### src/rtl/cop_hs_pkg.sv
// Shared types for the coprocessor handshake sequencer.
// Assumes: the handshake encoding is fixed by the core's port definition.
package cop_hs_pkg;

    // Handshake codes returned to the core
    typedef enum logic [1:0] {
        HS_WAIT   = 2'b00,
        HS_GO     = 2'b01,
        HS_ABSENT = 2'b10,
        HS_LAST   = 2'b11
    } hs_code_e;

    // Sequencer states: idle, accepted but not committed, committed
    typedef enum logic [1:0] {
        SQ_IDLE  = 2'b00,
        SQ_ARMED = 2'b01,
        SQ_MOVE  = 2'b10
    } seq_state_e;

endpackage

### src/rtl/cop_hs_match.sv
// Compares the presented coprocessor number with this unit's own number.
// Assumes: cp_num is meaningful only while instr_valid is high.
module cop_hs_match #(
    parameter int ID_W   = 4,
    parameter int COP_ID = 5
) (
    input  logic            instr_valid,
    input  logic [ID_W-1:0] cp_num,
    output logic            hit,
    output logic            miss
);
    localparam logic [ID_W-1:0] OWN_ID = ID_W'(COP_ID);

    // Split a valid instruction into "ours" and "someone else's"
    always_comb begin
        hit  = instr_valid && (cp_num == OWN_ID);
        miss = instr_valid && (cp_num != OWN_ID);
    end
endmodule

### src/rtl/cop_hs_count.sv
// Remaining-word counter: loaded on acceptance, decremented per word,
// cleared on cancellation.
// Assumes: load, step and clear are never requested in a way that underflows.
module cop_hs_count #(
    parameter int CNT_W = 5
) (
    input  logic             clk,
    input  logic             rst_n,
    input  logic             load,
    input  logic [CNT_W-1:0] load_val,
    input  logic             step,
    input  logic             clear,
    output logic [CNT_W-1:0] rem
);
    localparam logic [CNT_W-1:0] ONE = CNT_W'(1);

    logic [CNT_W-1:0] load_fix;

    // A requested count of zero moves a single word
    always_comb load_fix = (load_val == '0) ? ONE : load_val;

    // Counter update: reset and clear win, then load, then step
    always_ff @(posedge clk) begin
        if (!rst_n || clear) begin
            rem <= '0;
        end else if (load) begin
            rem <= load_fix;
        end else if (step) begin
            rem <= rem - ONE;
        end
    end
endmodule

### src/rtl/cop_hs_fsm.sv
// Control state machine: acceptance, busy wait, cancellation, commit and
// completion of a coprocessor multi-word transfer.
// Assumes: rem is non-zero whenever the state is not idle.
module cop_hs_fsm
    import cop_hs_pkg::*;
#(
    parameter int CNT_W = 5
) (
    input  logic             clk,
    input  logic             rst_n,
    input  logic             hit,
    input  logic             busy,
    input  logic             pass,
    input  logic             xfer_adv,
    input  logic [CNT_W-1:0] rem,
    output seq_state_e       state,
    output logic             accept,
    output logic             cancel,
    output logic             drive,
    output logic             step
);
    localparam logic [CNT_W-1:0] ONE = CNT_W'(1);

    seq_state_e state_nx;
    logic       final_word;

    // Per-cycle control decisions derived from the current state
    always_comb begin
        final_word = (rem == ONE);
        accept     = (state == SQ_IDLE) && hit;
        cancel     = (state == SQ_ARMED) && !pass;
        drive      = ((state == SQ_ARMED) && pass && !busy) || (state == SQ_MOVE);
        step       = drive && xfer_adv;
    end

    // Next-state selection
    always_comb begin
        state_nx = state;
        unique case (state)
            SQ_IDLE:  if (accept) state_nx = SQ_ARMED;
            SQ_ARMED: begin
                if (cancel)                  state_nx = SQ_IDLE;
                else if (step && final_word) state_nx = SQ_IDLE;
                else if (step)               state_nx = SQ_MOVE;
            end
            SQ_MOVE:  if (step && final_word) state_nx = SQ_IDLE;
            default:  state_nx = SQ_IDLE;
        endcase
    end

    // State register with synchronous reset
    always_ff @(posedge clk) begin
        if (!rst_n) state <= SQ_IDLE;
        else        state <= state_nx;
    end
endmodule

### src/rtl/cop_hs_encode.sv
// Maps the sequencer condition onto the 2-bit handshake code.
// Assumes: drive is only high outside idle, with rem at least one.
module cop_hs_encode
    import cop_hs_pkg::*;
#(
    parameter int CNT_W = 5
) (
    input  seq_state_e       state,
    input  logic             miss,
    input  logic             drive,
    input  logic [CNT_W-1:0] rem,
    output hs_code_e         code
);
    localparam logic [CNT_W-1:0] ONE = CNT_W'(1);

    // Code selection: foreign instruction in idle, word pacing, or stall
    always_comb begin
        if (state == SQ_IDLE)  code = miss ? HS_ABSENT : HS_WAIT;
        else if (!drive)       code = HS_WAIT;
        else if (rem > ONE)    code = HS_GO;
        else                   code = HS_LAST;
    end
endmodule

### src/rtl/cop_xfer_seq.sv
// Top of the coprocessor multi-word transfer handshake sequencer.
// Assumes: inputs are synchronous to clk; the core strobes xfer_adv once
// per word moved.
module cop_xfer_seq
    import cop_hs_pkg::*;
#(
    parameter int ID_W   = 4,
    parameter int COP_ID = 5,
    parameter int CNT_W  = 5
) (
    input  logic             clk,
    input  logic             rst_n,
    input  logic             instr_valid,
    input  logic [ID_W-1:0]  cp_num,
    input  logic [CNT_W-1:0] word_cnt,
    input  logic             busy,
    input  logic             pass,
    input  logic             xfer_adv,
    output logic [1:0]       hs_code
);
    logic             hit, miss;
    logic             accept, cancel, drive, step;
    logic [CNT_W-1:0] rem_q;
    seq_state_e       state_q;
    hs_code_e         code;

    cop_hs_match #(.ID_W(ID_W), .COP_ID(COP_ID)) u_match (
        .instr_valid (instr_valid),
        .cp_num      (cp_num),
        .hit         (hit),
        .miss        (miss)
    );

    cop_hs_fsm #(.CNT_W(CNT_W)) u_fsm (
        .clk      (clk),
        .rst_n    (rst_n),
        .hit      (hit),
        .busy     (busy),
        .pass     (pass),
        .xfer_adv (xfer_adv),
        .rem      (rem_q),
        .state    (state_q),
        .accept   (accept),
        .cancel   (cancel),
        .drive    (drive),
        .step     (step)
    );

    cop_hs_count #(.CNT_W(CNT_W)) u_count (
        .clk      (clk),
        .rst_n    (rst_n),
        .load     (accept),
        .load_val (word_cnt),
        .step     (step),
        .clear    (cancel),
        .rem      (rem_q)
    );

    cop_hs_encode #(.CNT_W(CNT_W)) u_enc (
        .state (state_q),
        .miss  (miss),
        .drive (drive),
        .rem   (rem_q),
        .code  (code)
    );

    // Drive the port from the encoded handshake
    always_comb hs_code = code;
endmodule

### config.mk
export PLATFORM = sky130hd
export DESIGN_NAME = cop_xfer_seq
export DESIGN_NICKNAME = d
export VERILOG_FILES = /design/src/rtl/cop_hs_pkg.sv /design/src/rtl/cop_hs_match.sv /design/src/rtl/cop_hs_count.sv /design/src/rtl/cop_hs_fsm.sv /design/src/rtl/cop_hs_encode.sv /design/src/rtl/cop_xfer_seq.sv
export SDC_FILE = /design/constraint.sdc
export NUM_CORES = 1
export LEC_CHECK = 0
export BUFFER_PORTS_ARGS = -buffer_cell sky130_fd_sc_hd__buf_2
export CAP_MARGIN = 10
export CORE_UTILIZATION = 35
export CTS_BUF_LIST = sky130_fd_sc_hd__clkbuf_2
export DETAILED_ROUTE_END_ITERATION = 16
export SYNTH_ARGS = -nofsm -noshare
export SYNTH_HDL_FRONTEND = slang
export SYNTH_SLANG_ARGS = --single-unit
### constraint.sdc
create_clock -name clk -period 2.8 [get_ports clk]
set_input_delay 0.84 -clock clk [delete_from_list [all_inputs] [get_ports clk]]
set_output_delay 0.84 -clock clk [all_outputs]
set_load 0.01 [all_outputs]
After elaboration in Yosys (flattened, before gate mapping)
Index checks and enable logic that the tools add are counted. Widths: inputs -> output; s select.

Register bits: 7. Input bits: 15. Output and inout bits: 2. Logic and storage cells: 42.

$add $sub $neg: 1. Magnitude comparators: 1. Eq/ne operators: 8. Muxes and demuxes: 13. Reductions and logical operators: 17.

Operator list (number): $mux 2 (9); $mux 5 (3); $logic_and 1x1->1 (8); $pmux 2 s3 (1); $eq 5x1->1 const B (1); $gt 5x1->1 const B (1); $logic_not 5->1 (1); $sub 5x1->5 const B (1); $eq 4x3->1 const B (1); $ne 2x2->1 const B (2); $ne 4x2->1 const B (1); $ne 4x3->1 const B (1); $logic_not 1->1 (3); $reduce_and 3->1 (1); $eq 2x1->1 const B (1); $eq 2x2->1 const B (1); $logic_not 2->1 (1); $logic_or 1x1->1 (2); $reduce_bool 2->1 (1).

Logic depth before layout (Yosys ltp)
Gate-level depths: netlist (run 1).

Word-level depth: 9. Gate-level depth with buffers: 6. Depth with buffers taken out: 6.

By module
Synthesis (run 1) repeated with hierarchy kept, for this count alone.

Cells, all modules: 55. Area total of the unflattened synthesis: 465.4 µm².

Modules (own cells, without submodules): cop_hs_count (times used 1, cells each 31, area an instance 257.7 µm², sequential area each 100.1 µm²); cop_hs_fsm (times used 1, cells each 17, area an instance 150.1 µm², sequential area each 40.0 µm²); cop_hs_encode (times used 1, cells each 4, area an instance 32.5 µm², sequential area each 0.0 µm²); cop_hs_match (times used 1, cells each 3, area an instance 25.0 µm², sequential area each 0.0 µm²).

Worst setup path before layout (run 1)
Ideal clock, no wire load.

Path kind: input port to output port. Start: input port busy. End: output port hs_code[1]. Arrival time: 1500 ps. Required time: 1960 ps. Path slack: 460 ps. Stages: 4. Buffers on the path: 0. Cell sequence: nand4bb_4 -> nand2_1 -> o211ai_1 -> o21ai_0.

Cells in the longest elaborated chain, start to end: 5.

Ends and longest elaborated chain: start: declaration (line cop_xfer_seq.sv:16) `input logic busy,`; $logic_not 1->1 (line cop_hs_fsm.sv:32) `drive = ((state == SQ_ARMED) && pass && !busy) || (state == SQ_MOVE);`; $logic_and 1x1->1 (line cop_hs_fsm.sv:32); $logic_or 1x1->1 (line cop_hs_fsm.sv:32); $mux 2 (line cop_hs_encode.sv:19) `else if (!drive) code = HS_WAIT;`; $mux 2 (line cop_hs_encode.sv:18) `if (state == SQ_IDLE) code = miss ? HS_ABSENT : HS_WAIT;`; end: declaration (line cop_xfer_seq.sv:19) `output logic [1:0] hs_code`.

Every way passes these cells.

Worst setup path after layout (run 1)
Same ends and word-level chain as after synthesis.

==> results.rst, run 1 <==
.. list-table::
   :header-rows: 1

   * - Metric
     - Value
   * - Post-synth net total
     - 76
   * - Setup violations, final
     - 0
   * - Worst-case vdd ir drop
     - 0.173 mV
   * - Total vias in the final route
     - 501
   * - Share of async-settable or async-resettable flops after synthesis
     - 0
   * - RePlAce Congestion
     - 0.677
   * - Wire length per cell
     - 11.3 um
   * - Global router's overall resource usage
     - 0.158
   * - Core area
     - 0.00132 mm2
   * - Worst Hold Class
     - reg2reg
   * - Sequential area share after synthesis
     - 0.277
   * - Synth top area share
     - 0.277
   * - Area of combinational cells with multiple inputs
     - 348 um2
   * - Clock Tree Root
     - clkbuf_2
   * - Post-synthesis cell count
     - 59
   * - Number of hold violations in the final report
     - 0
   * - Yosys warning total
     - 0
   * - Core Rows
     - 13
   * - Number of global-route vias before repair
     - 437
   * - I/O Pins
     - 17
   * - Final clock period utilization by the worst path
     - 0.896
   * - Share of final-layout standard cells stronger than drive strength 1
     - 0.325
   * - Primary FF master, synth
     - dfxtp_1
   * - Half-perimeter wire length after detailed placement
     - 884 um
   * - TritonCTS clock tree
     - yes
   * - EDFF count, synth
     - 0
   * - Number of filler cells placed in the layout
     - 134
   * - Leading cell types by count after synthesis
     - dfxtp_1 (7), a211oi_1 (6), nor2_1 (6), inv_1 (5)
   * - Crit path arrival time
     - 1670 ps
   * - Number of clock sinks
     - 7
   * - Worst hold stages
     - 1
   * - Total Nets Final
     - 98
   * - Outcome
     - complete, no violations
   * - Total global routing overflow
     - 0
   * - Peak fanout along the critical path
     - 5
   * - Post-Synthesis Cell Area
     - 507 um2
   * - Type of the setup path with the least slack
     - in2out
   * - FF/Latch Area
     - 140 um2
   * - Initial Util
     - 0.385
   * - Via density
     - 5.27
   * - Total clock buffers created by CTS
     - 3
   * - ANT cells
     - 0
   * - Maximum clock frequency
     - 399 MHz
   * - Dominant cell by count in the synthesized netlist
     - dfxtp_1
   * - Buffers on Ports
     - 16
   * - Avg Synthesized Cell Area
     - 8.59 um2
   * - Violation count after the first detailed-routing iteration
     - 13
   * - Tot Pwr
     - 214 uW
   * - Critical Path Source
     - busy
   * - Setup repair after global routing missed its margin
     - no
   * - Number of remaining DRC errors
     - 0
   * - Detail Route Antenna Nets
     - 0
   * - Critical path endpoint category
     - primary output
   * - Slew @ Worst Pin
     - 400 ps
   * - Post-route setup TNS
     - 0 ps
   * - Count of pins over their slew limit
     - 0
   * - Chip height
     - 40.1 um
   * - Clock latency on the worst-skew pair
     - 230 ps
   * - Min Clock Period, post-route
     - 2510 ps
   * - Number of buffers inserted by hold repair at cts
     - 0
   * - H-Tree Level Count
     - 1
   * - Max Cap Violations
     - 0
   * - Ratio of total power to cell area
     - 337 mW/mm2
   * - Required time at the worst-slack endpoint
     - 1960 ps
   * - Worst Hold Margin
     - 481 ps
   * - Total routed wirelength
     - 1.08 mm
   * - Initial antenna violation count
     - 0
   * - Die area
     - 0.00160 mm2
   * - Reg2Reg Launch Point
     - u_fsm.state[0]$_SDFFE_PN0P_
   * - First-pass GRT wire length
     - 1.66 mm
   * - Area leader, netlist
     - dfxtp_1
   * - Final clock skew
     - 12.1 ps
   * - Layout overhead on the synthesized area
     - 24.9%
   * - Leakage dissipation
     - 0.000248 uW
   * - Number of flip-flops and latches in the synthesized netlist
     - 7
   * - Critical Path Start Type
     - primary input
   * - Pin count of the biggest net entering global routing
     - 11
   * - PostCTS Resize Cnt
     - 0
   * - Count of cell types in the netlist
     - 23
   * - Horizontal die dimension
     - 40.1 um
   * - Cell count of the worst reg-to-reg path
     - 4
   * - Maximum root-to-sink buffer count
     - 2
   * - Router iterations before antenna repair
     - 4
   * - Top post-synthesis cells by area
     - dfxtp_1 (28%), a211oi_1 (8.9%), xnor2_1 (6.9%)
   * - Post-CTS setup buffers
     - 0
   * - CTS clk-pin slew, worst paths
     - 80 ps
   * - Worst slew margin relative to its limit
     - 0.732
   * - Launch point of the worst hold path
     - u_fsm.state[1]$_SDFFE_PN0P_
## logic make-up (layout without fill, tap and decap cells)
| kind of cell | count (synthesis) | count (layout) | synth area share |
|---|---|---|---|
| AND/OR/NAND/NOR | 22 | 22 | 0.269 |
| buffers and inverters | 5 | 26 | 0.0370 |
| XOR/XNOR | 4 | 4 | 0.0691 |
| AO/OA/AOI/OAI | 19 | 19 | 0.299 |
| flip-flops | 7 | 7 | 0.277 |
| adder cells (fa/ha/maj) | 2 | 2 | 0.0494 |
## state kept, by name, indices dropped and copies added (netlist names)
signal / count
u_count.rem: 5
u_fsm.state: 2
## final cells by class
type,instances,share of cell area
inverters,5,0.0296
repair buffers,17,0.138
well taps,15,0.0296
clock buffers,4,0.0316
flip-flops and latches,7,0.221
multi-input cells,47,0.549
## critical path, cell delays in order
cell and delay, ps:
buf_2 100, nand4bb_4 260, nand2_1 140, o211ai_1 90, o21ai_0 90, buf_2 150
## stage by stage
| stage | cell area, um2 | utilization | setup slack (ps) | cells |
|---|---|---|---|---|
| 2_1_floorplan | 507 | - | 460 | 59 |
| 3_3_place_gp | 613 | 0.465 | 302 | 91 |
| 3_5_place_dp | 613 | 0.465 | 288 | 91 |
| 4_1_cts | 633 | 0.481 | 287 | 95 |
| 5_1_grt | 633 | 0.481 | 229 | 95 |
| 6_report | 633 | 0.481 | 291 | 95 |
## power breakdown
group | total, uW | switching [uW] | internal (uW)
clock network | 76.1 | 38.1 | 38.0
logic | 33.3 | 16.3 | 17.1
registers | 104 | 2.64 | 102
## placed cells by master, fill, tap and decap left out, drive strengths merged
master / netlist / final
buf: 0 / 17
nand4bb: 1 / 1
nand2: 4 / 4
nor2: 6 / 6
a21bo: 1 / 1
nand2b: 3 / 3
dfxtp: 7 / 7
o31ai: 1 / 1
and4bb: 1 / 1
a2111oi: 1 / 1
or3: 2 / 2
inv: 5 / 5
nor4: 1 / 1
nor3: 2 / 2
a21oi: 4 / 4
a31oi: 1 / 1
and2: 1 / 1
o21ai: 3 / 3
o211ai: 1 / 1
clkbuf: 0 / 4
xnor2: 4 / 4
a211oi: 7 / 7
nand3: 1 / 1
ha: 2 / 2
## worst paths after layout
| kind | to | slack, ps |
|---|---|---|
| setup / recovery | hs_code[1] | 290 |
| hold / removal | u_fsm.state[0]$_SDFFE_PN0P_ | 480 |
| setup reg to reg | u_count.rem[1]$_SDFFE_PP0P_ | 1330 |
| hold reg to reg | u_fsm.state[0]$_SDFFE_PN0P_ | 480 |
## routing by layer
| layer | GRT usage | routed length [um] | vias up |
|---|---|---|---|
| met4 | 0.0517 | 8 | 0 |
| met1 | 0.181 | 477 | 221 |
| li1 | - | - | 258 |
| met2 | 0.274 | 497 | 20 |
| met3 | 0.0500 | 92 | 2 |
| met5 | 0 | 0 | - |
Note: power is estimated with default switching activity, not from simulation.
==> run 2, diff against run 1 <==
--- a/config.mk
+++ b/config.mk
@@ -10,6 +10,8 @@
 export CORE_UTILIZATION = 35
 export CTS_BUF_LIST = sky130_fd_sc_hd__clkbuf_2
 export DETAILED_ROUTE_END_ITERATION = 16
+export GPL_ROUTABILITY_DRIVEN = 0
 export SYNTH_ARGS = -nofsm -noshare
 export SYNTH_HDL_FRONTEND = slang
+export SYNTH_HIERARCHICAL = 1
 export SYNTH_SLANG_ARGS = --single-unit
==> run 2 against run 1 <==
Die area down 7.8%. Design area down 7.9%. Clock skew down 4.9 ps. Critical endpoint unchanged.
==> results.rst, run 2 <==
.. list-table::
   :header-rows: 1

   * - Metric
     - Value
   * - Wire length per cell
     - 10.6 um (was 11.3 um)
   * - Initial Util
     - 0.397 (was 0.385)
   * - Dominant cell by count in the synthesized netlist
     - dfxtp_1 (unchanged)
   * - Setup violations, final
     - 0 (unchanged)
   * - Worst hold stages
     - 2 (was 1)
   * - Primary FF master, synth
     - dfxtp_1 (unchanged)
   * - Maximum root-to-sink buffer count
     - 2 (unchanged)
   * - Sequential area share after synthesis
     - 0.301 (was 0.277)
   * - Yosys warning total
     - 6 (was 0)
   * - Most used cells in the layout excluding fill and tap cells
     - buf_2 (16), dfxtp_1 (7) (was buf_2 (16), dfxtp_1 (7), nor2_1 (6), a211oi_1 (6), inv_1 (5))
   * - Min Clock Period, post-route
     - 2580 ps (was 2510 ps)
   * - Leakage dissipation
     - 0.000246 uW (was 0.000248 uW)
   * - EDFF count, synth
     - 0 (unchanged)
   * - Pin count of the biggest net entering global routing
     - 9 (was 11)
   * - PostCTS Resize Cnt
     - 0 (unchanged)
   * - Total vias in the final route
     - 463 (was 501)
   * - Post-route setup TNS
     - 0 ps (unchanged)
   * - Register name with the most flops
     - u_count/rem (was u_count.rem)
   * - Share of final-layout standard cells stronger than drive strength 1
     - 0.320 (was 0.325)
   * - Violation count after the first detailed-routing iteration
     - 8 (was 13)
   * - Post-synthesis cell count
     - 55 (was 59)
   * - Buffers on Ports
     - 16 (unchanged)
   * - Count of pins over their slew limit
     - 0 (unchanged)
   * - Layout overhead on the synthesized area
     - 25.3% (was 24.9%)
   * - Met1 track demand over resource
     - 0.194 (was 0.181)
   * - Core area
     - 0.00117 mm2 (was 0.00132 mm2)
   * - GR met2 Demand/Resource
     - 0.237 (was 0.274)
   * - Final clock period utilization by the worst path
     - 0.920 (was 0.896)
   * - Share of async-settable or async-resettable flops after synthesis
     - 0 (unchanged)
   * - Reg2Reg Launch Point
     - u_fsm/state[0]$_SDFFE_PN0P_ (was u_fsm.state[0]$_SDFFE_PN0P_)
   * - Number of flip-flops and latches in the synthesized netlist
     - 7 (unchanged)
   * - Post-Synthesis Cell Area
     - 465 um2 (was 507 um2)
   * - Biggest regs
     - u_count/rem (5), u_fsm/state (2) (was u_count.rem (5), u_fsm.state (2))
   * - Critical path endpoint category
     - primary output (unchanged)
   * - ANT cells
     - 0 (unchanged)
   * - Total global routing overflow
     - 0 (unchanged)
   * - Post-synth net total
     - 71 (was 76)
   * - Avg Synthesized Cell Area
     - 8.46 um2 (was 8.59 um2)
   * - Busiest grt layer
     - met2 (unchanged)
   * - Count of cell types in the netlist
     - 30 (was 23)
   * - Leading cell types by count after synthesis
     - dfxtp_1 (7), inv_1 (4), nor2b_1 (4), o21ai_0 (4) (was dfxtp_1 (7), a211oi_1 (6), nor2_1 (6), inv_1 (5))
   * - Core Rows
     - 12 (was 13)
   * - Number of global-route vias before repair
     - 388 (was 437)
   * - Top post-synthesis cells by area
     - dfxtp_1 (30%), and4bb_1 (5.4%), nor2b_1 (5.4%) (was dfxtp_1 (28%), a211oi_1 (8.9%), xnor2_1 (6.9%))
   * - Clock latency on the worst-skew pair
     - 230 ps (about the same)
   * - Number of remaining DRC errors
     - 0 (unchanged)
   * - Critical Path Start Type
     - primary input (unchanged)
   * - Half-perimeter wire length after detailed placement
     - 740 um (was 884 um)
   * - Post-CTS setup buffers
     - 0 (unchanged)
   * - Detail Route Antenna Nets
     - 0 (unchanged)
   * - TritonCTS clock tree
     - yes (unchanged)
   * - H-Tree Level Count
     - 1 (unchanged)
   * - Initial antenna violation count
     - 0 (unchanged)
   * - Cell count of the worst reg-to-reg path
     - 6 (was 4)
   * - Tot Pwr
     - 207 uW (was 214 uW)
   * - Maximum clock frequency
     - 388 MHz (was 399 MHz)
   * - Post-Place Cell Area
     - 563 um2 (was 613 um2)
   * - Crit path arrival time
     - 1740 ps (was 1670 ps)
   * - Global router's overall resource usage
     - 0.156 (was 0.158)
   * - Worst-case vdd ir drop
     - 0.189 mV (was 0.173 mV)
   * - Outcome
     - complete, no violations (unchanged)
   * - Worst min-delay path endpoint
     - u_count/rem[4]$_SDFFE_PP0P_ (was u_fsm.state[0]$_SDFFE_PN0P_)
   * - Worst Hold Class
     - reg2reg (unchanged)
   * - Total Nets Final
     - 92 (was 98)
   * - Via density
     - 5.20 (was 5.27)
   * - Max Cap Violations
     - 0 (unchanged)
   * - Final clock skew
     - 7.24 ps (was 12.1 ps)
   * - Ratio of total power to cell area
     - 355 mW/mm2 (was 337 mW/mm2)
   * - Die area
     - 0.00148 mm2 (was 0.00160 mm2)
   * - Leading cell type in the layout, fill and taps excluded
     - buf_2 (unchanged)
   * - Flip-flop count of the largest register, all copies and words added
     - 5 (unchanged)
   * - Synth top area share
     - 0.301 (was 0.277)
   * - Utilization of the core after routing
     - 0.498 (was 0.481)
   * - CTS clk-pin slew, worst paths
     - 70 ps (was 80 ps)
   * - Setup repair after global routing missed its margin
     - no (unchanged)
   * - Launch point of the worst hold path
     - u_count/rem[4]$_SDFFE_PP0P_ (was u_fsm.state[1]$_SDFFE_PN0P_)
   * - GRT met3 Usage
     - 0.0349 (was 0.0500)
   * - Horizontal die dimension
     - 38.5 um (was 40.1 um)
   * - Slew @ Worst Pin
     - 425 ps (was 400 ps)
   * - First-pass GRT wire length
     - 1.56 mm (was 1.66 mm)
   * - Reg-to-reg endpoint
     - u_count/rem[4]$_SDFFE_PP0P_ (was u_count.rem[1]$_SDFFE_PP0P_)
   * - Post-place setup slack
     - 224 ps (was 288 ps)
   * - Number of buffers inserted by hold repair at cts
     - 0 (unchanged)
   * - Peak fanout along the critical path
     - 3 (was 5)
   * - Area leader, netlist
     - dfxtp_1 (unchanged)
   * - Total clock buffers created by CTS
     - 3 (unchanged)
   * - Required time at the worst-slack endpoint
     - 1960 ps (about the same)
   * - Type of the setup path with the least slack
     - in2out (unchanged)
   * - Number of hold violations in the final report
     - 0 (unchanged)
   * - I/O Pins
     - 17 (unchanged)
   * - Chip height
     - 38.5 um (was 40.1 um)
   * - Slack of the worst reg-to-reg path
     - 950 ps (was 1330 ps)
   * - Total routed wirelength
     - 946 um (was 1.08 mm)
   * - Critical Path Source
     - pass (was busy)
   * - Clock Tree Root
     - clkbuf_2 (unchanged)
   * - Worst slew margin relative to its limit
     - 0.716 (was 0.732)
   * - Final setup margin
     - 224 ps (was 291 ps)
   * - Post-route cell area
     - 583 um2 (was 633 um2)
   * - Router iterations before antenna repair
     - 3 (was 4)
   * - Number of clock sinks
     - 7 (unchanged)
run 2: worst max path at each step:
stage,to,slack [ps]
global placement,hs_code[1],240
finish,hs_code[1],220
global route,hs_code[1],160
detailed placement,hs_code[1],220
floorplan,hs_code[1],400
CTS,hs_code[1],220
run 2: kinds of logic (layout without fill, tap and decap cells):
logic type,count (synthesis),after routing,share of synthesized area
flip-flops,7,7,0.301
AO/OA/AOI/OAI,15,15,0.196
AND/OR/NAND/NOR,25,25,0.387
XOR/XNOR,3,3,0.0565
buffers and inverters,4,24,0.0322
adder cells (fa/ha/maj),1,1,0.0269
run 2: layout make-up:
class	count	area, um2
fillers	125	588
multi-input cells	44	310
flip-flops and latches	7	140
repair buffers	16	80.1
clock buffers	4	20.0
well taps	14	17.5
inverters	4	15.0
run 2: stage by stage:
stage	instances	hold slack, ps
after CTS	89	542
after floorplan	55	491
final	89	540
after global routing	89	566
after global placement	85	523
after detailed placement	85	526
run 2: critical path, stage by stage:
cell	delay, ps
buf_2	110
and4bb_1	190
nor2_2	130
inv_1	60
o21a_1	110
a22o_1	170
buf_2	130
run 2: where the power goes:
group          internal [uW]  leakage, uW  switching (uW)
Clock                   38.0    0.0000166            37.7
Combinational           15.6     0.000173            11.5
Sequential               101    0.0000566            2.61
run 2: routing by layer:
metal / share of wire / wire [um]
met1: 0.52 / 492
met3: 0.053 / 50
met5: 0 / 0
met2: 0.42 / 402
met4: 0 / 0
